--- src/rtl/dmarb_pkg.sv ---
package dmarb_pkg;
  typedef enum logic [1:0] {
    SEQ_IDLE   = 2'd0,
    SEQ_SETUP  = 2'd1,
    SEQ_ACCESS = 2'd2
  } seq_state_e;
endpackage

--- src/rtl/dmarb_refresh_ctl.sv ---
// Refresh side: pending latch, refresh length timer, recovery gap timer.
module dmarb_refresh_ctl #(
  parameter int RFSH_LEN = 4,
  parameter int GAP_CYC  = 2
) (
  input  logic clk,
  input  logic rst,
  input  logic refresh_req,
  input  logic grant,
  output logic pending,
  output logic mode_q,
  output logic mode_nxt,
  output logic gap_ok
);
  localparam int LW = $clog2(RFSH_LEN + 1);
  localparam int GW = $clog2(GAP_CYC + 2);

  logic          pend_q;
  logic [LW-1:0] len_cnt;
  logic [GW-1:0] gap_cnt;
  logic          last;

  assign pending  = pend_q | refresh_req;
  assign last     = mode_q && (len_cnt == '0);
  assign mode_nxt = grant | (mode_q & ~last);
  assign gap_ok   = (gap_cnt == '0);

  always_ff @(posedge clk) begin
    if (rst) begin
      pend_q  <= 1'b0;
      mode_q  <= 1'b0;
      len_cnt <= '0;
      gap_cnt <= '0;
    end else begin
      mode_q <= mode_nxt;
      if (grant)            pend_q <= 1'b0;
      else if (refresh_req) pend_q <= 1'b1;
      if (grant)                        len_cnt <= LW'(RFSH_LEN - 1);
      else if (mode_q && len_cnt != '0) len_cnt <= len_cnt - 1'b1;
      if (last)                gap_cnt <= GW'(GAP_CYC);
      else if (gap_cnt != '0)  gap_cnt <= gap_cnt - 1'b1;
    end
  end

  // run length observer for the refresh duration check
  logic [LW:0] run_cnt;
  always_ff @(posedge clk) begin
    if (rst || !mode_q) run_cnt <= '0;
    else                run_cnt <= run_cnt + 1'b1;
  end


  refresh_len_chk: assert property (@(posedge clk) disable iff (rst)
    $fell(mode_q) |-> (run_cnt == (LW+1)'(RFSH_LEN)));


  grant_idle_chk: assert property (@(posedge clk) disable iff (rst)
    grant |-> !mode_q);
endmodule

--- src/rtl/dmarb_access_seq.sv ---
// Access side: idle / setup / access sequencing of strobe and select.
module dmarb_access_seq
  import dmarb_pkg::*;
#(
  parameter int WR_DELAY = 1
) (
  input  logic clk,
  input  logic rst,
  input  logic cyc_rd,
  input  logic cyc_wr,
  input  logic cyc_local,
  input  logic pending,
  input  logic rfsh_busy,
  input  logic gap_ok,
  output logic grant,
  output logic strobe_n_q,
  output logic sel_q
);
  localparam int DW = $clog2(WR_DELAY + 2);
  localparam int AW = $clog2(WR_DELAY + 4) + 1;

  seq_state_e    state_q, state_nxt;
  logic [DW-1:0] dcnt_q, dcnt_nxt;
  logic          loc_q, loc_nxt;
  logic          lwr_q, lwr_nxt;
  logic          req;

  assign req   = cyc_rd | cyc_wr;
  assign grant = (state_q == SEQ_IDLE) && pending && !rfsh_busy;

  always_comb begin
    state_nxt = state_q;
    dcnt_nxt  = dcnt_q;
    loc_nxt   = loc_q;
    lwr_nxt   = lwr_q;
    unique case (state_q)
      SEQ_IDLE: begin
        if (!grant && req && !rfsh_busy) begin
          state_nxt = SEQ_SETUP;
          loc_nxt   = cyc_local;
          lwr_nxt   = cyc_wr && cyc_local;
          dcnt_nxt  = (cyc_wr && cyc_local) ? DW'(WR_DELAY) : '0;
        end
      end
      SEQ_SETUP: begin
        if (!req)               state_nxt = SEQ_IDLE;
        else if (dcnt_q != '0)  dcnt_nxt  = dcnt_q - 1'b1;
        else if (gap_ok)        state_nxt = SEQ_ACCESS;
      end
      SEQ_ACCESS: begin
        if (!req) state_nxt = SEQ_IDLE;
      end
      default: state_nxt = SEQ_IDLE;
    endcase
  end

  always_ff @(posedge clk) begin
    if (rst) begin
      state_q    <= SEQ_IDLE;
      dcnt_q     <= '0;
      loc_q      <= 1'b0;
      lwr_q      <= 1'b0;
      strobe_n_q <= 1'b1;
      sel_q      <= 1'b0;
    end else begin
      state_q    <= state_nxt;
      dcnt_q     <= dcnt_nxt;
      loc_q      <= loc_nxt;
      lwr_q      <= lwr_nxt;
      strobe_n_q <= (state_nxt != SEQ_ACCESS);
      sel_q      <= (state_nxt != SEQ_IDLE) && loc_nxt;
    end
  end

  // cycles spent in setup, for the write delay check
  logic [AW-1:0] setup_age;
  always_ff @(posedge clk) begin
    if (rst || state_q != SEQ_SETUP)   setup_age <= '0;
    else if (setup_age != '1)          setup_age <= setup_age + 1'b1;
  end


  sel_before_strobe_chk: assert property (@(posedge clk) disable iff (rst)
    ($fell(strobe_n_q) && sel_q) |-> $past(sel_q));


  write_delay_chk: assert property (@(posedge clk) disable iff (rst)
    ($fell(strobe_n_q) && lwr_q) |-> (setup_age >= AW'(WR_DELAY + 1)));


  strobe_release_chk: assert property (@(posedge clk) disable iff (rst)
    (!req && !strobe_n_q) |=> strobe_n_q);
endmodule

--- src/rtl/dram_mode_arbiter.sv ---
module dram_mode_arbiter #(
  parameter int WR_DELAY = 1,
  parameter int GAP_CYC  = 2,
  parameter int RFSH_LEN = 4
) (
  input  logic clk,
  input  logic rst,
  input  logic cyc_rd,
  input  logic cyc_wr,
  input  logic cyc_local,
  input  logic refresh_req,
  output logic ctl_refresh_mode,
  output logic ctl_strobe_n,
  output logic ctl_select,
  output logic cpu_wait
);
  localparam int SW = $clog2(GAP_CYC + 3);

  logic pending, mode_q, mode_nxt, gap_ok, grant;
  logic wait_q;

  dmarb_refresh_ctl #(.RFSH_LEN(RFSH_LEN), .GAP_CYC(GAP_CYC)) u_rfsh (
    .clk(clk), .rst(rst), .refresh_req(refresh_req), .grant(grant),
    .pending(pending), .mode_q(mode_q), .mode_nxt(mode_nxt), .gap_ok(gap_ok)
  );

  dmarb_access_seq #(.WR_DELAY(WR_DELAY)) u_seq (
    .clk(clk), .rst(rst), .cyc_rd(cyc_rd), .cyc_wr(cyc_wr),
    .cyc_local(cyc_local), .pending(pending), .rfsh_busy(mode_q),
    .gap_ok(gap_ok), .grant(grant), .strobe_n_q(ctl_strobe_n),
    .sel_q(ctl_select)
  );

  always_ff @(posedge clk) begin
    if (rst) wait_q <= 1'b0;
    else     wait_q <= mode_nxt && (cyc_rd || cyc_wr) && cyc_local;
  end

  assign ctl_refresh_mode = mode_q;
  assign cpu_wait         = wait_q;

  // cycles since the refresh mode was last high, saturating
  logic [SW-1:0] since_rfsh;
  always_ff @(posedge clk) begin
    if (rst)                  since_rfsh <= '1;
    else if (mode_q)          since_rfsh <= '0;
    else if (since_rfsh != '1) since_rfsh <= since_rfsh + 1'b1;
  end


  no_overlap_chk: assert property (@(posedge clk) disable iff (rst)
    !(ctl_refresh_mode && !ctl_strobe_n));


  refresh_entry_chk: assert property (@(posedge clk) disable iff (rst)
    $rose(ctl_refresh_mode) |-> (ctl_strobe_n && !ctl_select));


  wait_in_refresh_chk: assert property (@(posedge clk) disable iff (rst)
    cpu_wait |-> ctl_refresh_mode);


  recovery_gap_chk: assert property (@(posedge clk) disable iff (rst)
    $fell(ctl_strobe_n) |-> (since_rfsh >= SW'(GAP_CYC + 1)));
endmodule

--- config.mk ---
export PLATFORM = sky130hd
export DESIGN_NAME = dram_mode_arbiter
export DESIGN_NICKNAME = d
export VERILOG_FILES = /design/src/rtl/dmarb_pkg.sv /design/src/rtl/dmarb_refresh_ctl.sv /design/src/rtl/dmarb_access_seq.sv /design/src/rtl/dram_mode_arbiter.sv
export SDC_FILE = /design/constraint.sdc
export NUM_CORES = 1
export LEC_CHECK = 0
export BUFFER_PORTS_ARGS = -buffer_cell sky130_fd_sc_hd__buf_4
export CAP_MARGIN = 20
export CORE_MARGIN = 2
export CORE_UTILIZATION = 51
export CTS_CLUSTER_DIAMETER = 200
export DETAILED_ROUTE_END_ITERATION = 10
export PLACE_DENSITY = 0.71
export SLEW_MARGIN = 10
export SYNTH_ARGS = -nofsm -noshare
export SYNTH_HDL_FRONTEND = slang
export SYNTH_HIERARCHICAL = 1
export SYNTH_SLANG_ARGS = --single-unit
--- constraint.sdc ---
create_clock -name clk -period 4.2 [get_ports clk]
set_input_delay 0.63 -clock clk [delete_from_list [all_inputs] [get_ports clk]]
set_output_delay 0.63 -clock clk [all_outputs]
set_load 0.005 [all_outputs]
-- After elaboration in Yosys (flattened, before gate mapping)
Index checks and enable logic that the tools add are counted.
- add/sub/neg operators: 3
- equal/unequal tests: 6
- muxes and demuxes: 17
- bitwise gates (word level): 5
- reduce and logical (&&, ||, !) cells: 26
- operators with widths (kind ; number):
    $mux 2 ; 12
    $reduce_bool 2->1 ; 6
    $logic_and 1x1->1 ; 10
    $pmux 2 s3 ; 1
    $logic_not 2->1 ; 2
    $ne 2x1->1 const B ; 2
    $ne 2x2->1 const B ; 2
    $pmux 2 s2 ; 1
    $reduce_and 4->1 ; 1
    $reduce_or 2->1 ; 2
    $sub 2x1->2 const B ; 2
    $logic_not 3->1 ; 1
    $mux 1 ; 3
    $or 1x1->1 ; 3
    $reduce_bool 3->1 ; 1
    $sub 3x1->3 const B ; 1
    $eq 2x1->1 const B ; 1
    $eq 2x2->1 const B ; 1
    $logic_not 1->1 ; 2
    $and 1x1->1 ; 1
    $logic_or 1x1->1 ; 1
    $not 1->1 ; 1
- bits in registers: 15
- output and inout port bits: 4
- word-level logic and storage cells: 69

-- Depth between registers and ports, before layout
- word-level depth: 10
- depth in mapped cells: 6
- mapped depth without buffers: 6

-- Cells and area by module
Netlist, hierarchy kept.
- by module, submodules not included (module ; instances ; cells an instance ; area each (um2)):
    dmarb_access_seq ; 1 ; 38 ; 351.6
    dmarb_refresh_ctl ; 1 ; 32 ; 330.3
    dram_mode_arbiter ; 1 ; 4 ; 37.5

-- Least setup slack after synthesis
No wires, ideal clock.
- kind: input to register
- from: in refresh_req
- to: reg u_seq.dcnt_q[0]
- arrival time: 1.567 ns
- required time: 4.079 ns
- setup slack: 2.512 ns
- cell stages on the path: 4
- buffers on the path: 0
- cells stage by stage: or2_2 nor3_4 nor2_2 mux2_4
- word-level cells in the longest chain between the ends: 8
- ends and longest elaborated chain (item ; RTL line ; text):
    start: declaration ; dram_mode_arbiter.sv:11 ; input logic refresh_req,
    $or 1x1->1 ; dmarb_refresh_ctl.sv:23 ; assign pending = pend_q | refresh_req;
    $logic_and 1x1->1 (2 in series) ; dmarb_access_seq.sv:29 ; assign grant = (state_q == SEQ_IDLE) && pending && !rfsh_busy;
    $logic_not 1->1 ; dmarb_access_seq.sv:38 ; if (!grant && req && !rfsh_busy) begin
    $logic_and 1x1->1 (2 in series) ; dmarb_access_seq.sv:38 ;
    $ne 2x2->1 (no source line) ; n/a ;
    $reduce_and 4->1 (no source line) ; n/a ;
    end signal: assignment ; dmarb_access_seq.sv:67 ; dcnt_q <= dcnt_nxt;
    end: declaration ; dmarb_access_seq.sv:23 ; logic [DW-1:0] dcnt_q, dcnt_nxt;
Every way passes these cells.
A chain may end at the register's enable or synchronous reset.

-- Final worst setup path
- from: reg u_rfsh.mode_q
- to: reg u_rfsh.len_cnt[1]
- word-level cells in the longest chain between the ends: 3
- elaborated cells between the ends (all ways): 5
- classes of those cells: mux: 1; reduce/logical: 4
- ends and longest elaborated chain (item ; RTL line ; text):
    start: declaration ; dmarb_refresh_ctl.sv:11 ; output logic mode_q,
    start signal: assignment ; dmarb_refresh_ctl.sv:35 ; mode_q <= mode_nxt;
    $logic_not 1->1 (*) ; dmarb_access_seq.sv:29 ;
    $logic_and 1x1->1 (*) ; dmarb_access_seq.sv:29 ;
    via grant ; dram_mode_arbiter.sv:19 ; logic pending, mode_q, mode_nxt, gap_ok, grant;
    $mux 2 or $reduce_bool 2->1 (tied branches) ; n/a ;
    end signal: assignment ; dmarb_refresh_ctl.sv:38 ; if (grant) len_cnt <= LW'(RFSH_LEN - 1);
    end signal: assignment ; dmarb_refresh_ctl.sv:39 ; else if (mode_q && len_cnt != '0) len_cnt <= len_cnt - 1'b1;
    end: declaration ; dmarb_refresh_ctl.sv:19 ; logic [LW-1:0] len_cnt;
Mark *: on every way through the listed nets, which the timed path passes. The rest lies on a longest branch.

==> impl_metrics.env <==
export IMPL_outcome="complete, no violations"
export IMPL_peakVddDrop_mv=0.225
export IMPL_fp_row_count=13
export IMPL_drt_iter0_markers=4
export IMPL_required_ns=4.41
export IMPL_grt_max_degree=17
export IMPL_r2r_slack_ns=2.63
export IMPL_rr_worst_depth=4
export IMPL_postSynthAreaPerCell_um2=9.72
export IMPL_n_antenna_cell=0
export IMPL_grt_pass1_vias=489
export IMPL_met1_usage=0.189
export IMPL_ys_warn_count=6
export IMPL_grt_overflow=0
export IMPL_drive_gt1_frac=0.291
export IMPL_post_route_period_util=0.374
export IMPL_layout_commonest_cell="dfxtp_1"
export IMPL_dp_hpwl_um=895
export IMPL_postCtsSetupRepairBufs=0
export IMPL_routabilityCongestion=0.713
export IMPL_cp_slowest_cell="dfxtp_1"
export IMPL_synth_edff_count=0
export IMPL_min_to="u_rfsh/gap_cnt[1]"
export IMPL_grt_pass1_wl_um=2040
export IMPL_drv_slew=0
export IMPL_antenna_found_initial=0
export IMPL_firstDrtPassIters=2
export IMPL_cts_buffers_inserted=3
export IMPL_crit_arrival_ns=1.78
export IMPL_fin_skew_ns=0.00880
export IMPL_setup_violations=0
export IMPL_viasPerCell=5.31
export IMPL_postCtsResizedCells=0
export IMPL_route_detailed_drc=0
export IMPL_cap_viol_max_count=0
export IMPL_worstReg2RegStart="u_rfsh/mode_q"
export IMPL_wire_per_inst_um=11.5
export IMPL_io_pins=10
export IMPL_met3_usage=0.0652
export IMPL_holdBufCountCts=0
export IMPL_final_cell_mix="dfxtp_1 (15), nor2_1 (11), buf_4 (9)"
export IMPL_fp_dieH_um=41.6
export IMPL_insertion_delay_ns=0.29
export IMPL_syn_nets=83
export IMPL_path_cells="or3_4 -> nor2_1 -> and4b_1 -> nor3_2"
export IMPL_tns_ns=0
export IMPL_cts_htree_levels=1
export IMPL_finalNetCount=96
export IMPL_coreArea_mm2=0.00132
export IMPL_synth_distinct_cells=31
export IMPL_relSlewSlack=0.689
export IMPL_clkTransAtPathRegs_ns=0.09
export IMPL_whs_path_depth=2
export IMPL_ys_ff_latch=15
export IMPL_cts_path_max_buffers=2
export IMPL_worstMarginPinSlew_ns=0.464
export IMPL_async_reset_ff_frac=0
export IMPL_final_hold_violation_count=0
export IMPL_critical_path_startpoint_type="flip-flop"
export IMPL_synth_top_area_frac=0.417
export IMPL_crit_fanout=9
export IMPL_grt_use_total=0.154
export IMPL_totalWireLength_um=1160
export IMPL_ys_seq_area_frac=0.417
export IMPL_gr_max_usage_layer="met2"
export IMPL_die_area_mm2=0.00173
export IMPL_ys_top_cells_by_area="dfxtp_1 (42%), nor2_1 (5.7%), ha_1 (5.2%)"
export IMPL_die_x_um=41.6
export IMPL_fillCellCount=130
export IMPL_cts_tree="yes"
export IMPL_min_path_type="reg -> reg"
export IMPL_antenna_left=0
export IMPL_cts_sinks=15
export IMPL_power_density_mw_per_mm2=402
export IMPL_r2r_end="u_rfsh/len_cnt[1]"
export IMPL_crit_path_end_kind="flip-flop"
export IMPL_syn_area_um2=719
export IMPL_ys_flop_type="dfxtp_1"
export IMPL_slowest_delay_ns=0.39
export IMPL_start_util=0.546
export IMPL_met2_usage=0.247
export IMPL_cts_root_buffer="clkbuf_4"
export IMPL_crit_type="reg -> reg"
export IMPL_hp_start="u_rfsh/gap_cnt[1]"
export IMPL_yosys_area_top_type="dfxtp_1"
export IMPL_routed_via_count=536
export IMPL_min_period_ns=1.57
export IMPL_leakage_nw=0.349
export IMPL_synthCells=74
export IMPL_areaGrowthSynthToFinish_pct=15.3
export IMPL_portBuffers=9
export IMPL_fmaxAchievable_ghz=0.637
export IMPL_report_power_total_mw=0.334
export IMPL_rsz0062_at_grt="no"
Yosys cell counts, drive strengths merged (2+ instances only):
master	count
mux2i	2
nor2	12
a211oi	4
nand2	3
ha	3
a21oi	3
inv	6
nor3	6
dfxtp	15
and4b	2
nand2b	3
metrics by stage:
stage / instances / worst slack (ns) / hold slack (ns) / area (µm²) / util
after floorplan: 74 / 2.51 / 0.439 / 719 / -
after global placement: 97 / 2.37 / 0.460 / 802 / 0.609
after detailed placement: 97 / 2.33 / 0.459 / 802 / 0.609
after CTS: 101 / 2.60 / 0.472 / 830 / 0.630
after global routing: 101 / 2.48 / 0.509 / 830 / 0.630
final: 101 / 2.63 / 0.469 / 830 / 0.630
critical path: cells and delay by family, from the launching register on:
kind          cells  cell delay [ns]
flops             1             0.39
simple gates      4             1.11
how the worst max path moves through the flow:
| stage | start | to | slack (ns) |
|---|---|---|---|
| finish | u_rfsh/mode_q | u_rfsh/len_cnt[1] | 2.63 |
| global route | u_rfsh/mode_q | u_rfsh/len_cnt[0] | 2.48 |
| CTS | u_rfsh/mode_q | u_rfsh/len_cnt[1] | 2.60 |
| detailed placement | refresh_req | u_seq/dcnt_q[0] | 2.33 |
| global placement | refresh_req | u_seq/dcnt_q[0] | 2.37 |
| floorplan | refresh_req | u_seq/dcnt_q[0] | 2.51 |
cell families (layout without fill, tap and decap cells):
kind of cell,count (synthesis),in the layout,synth area share
flops,15,15,0.417
simple gates,36,36,0.330
compound gates,10,10,0.115
fa+ha+maj,3,3,0.0522
mux,3,3,0.0487
buf+inv,7,19,0.0365
routing by layer:
layer | part of all wire | vias to the layer above
met5 | 0 | -
met4 | 0.0095 | 0
met3 | 0.040 | 2
met2 | 0.47 | 8
met1 | 0.48 | 241
li1 | - | 285
area by class of cell:
cell class / instances / area [µm²] / share of cell area
multi-input combinational: 52 / 393 / 0.474
sequential: 15 / 300 / 0.362
timing repair buffer: 9 / 67.6 / 0.0814
clock buffer: 3 / 22.5 / 0.0271
inverter: 6 / 22.5 / 0.0271
tap: 15 / 18.8 / 0.0226
clock inverter: 1 / 5.00 / 0.00603
report_power, final:
part           internal [mW]  total [mW]  switching (mW)
Sequential             0.156       0.165         0.00986
Clock                 0.0354      0.0807          0.0453
Combinational         0.0434      0.0873          0.0439
registers in the layout, indices dropped and copies added, names as in the netlist, 2 cells and up:
name,cells
u_rfsh/len_cnt,3
u_rfsh/gap_cnt,2
u_seq/dcnt_q,2
u_seq/state_q,2
Power figures use the tool's default switching activity.
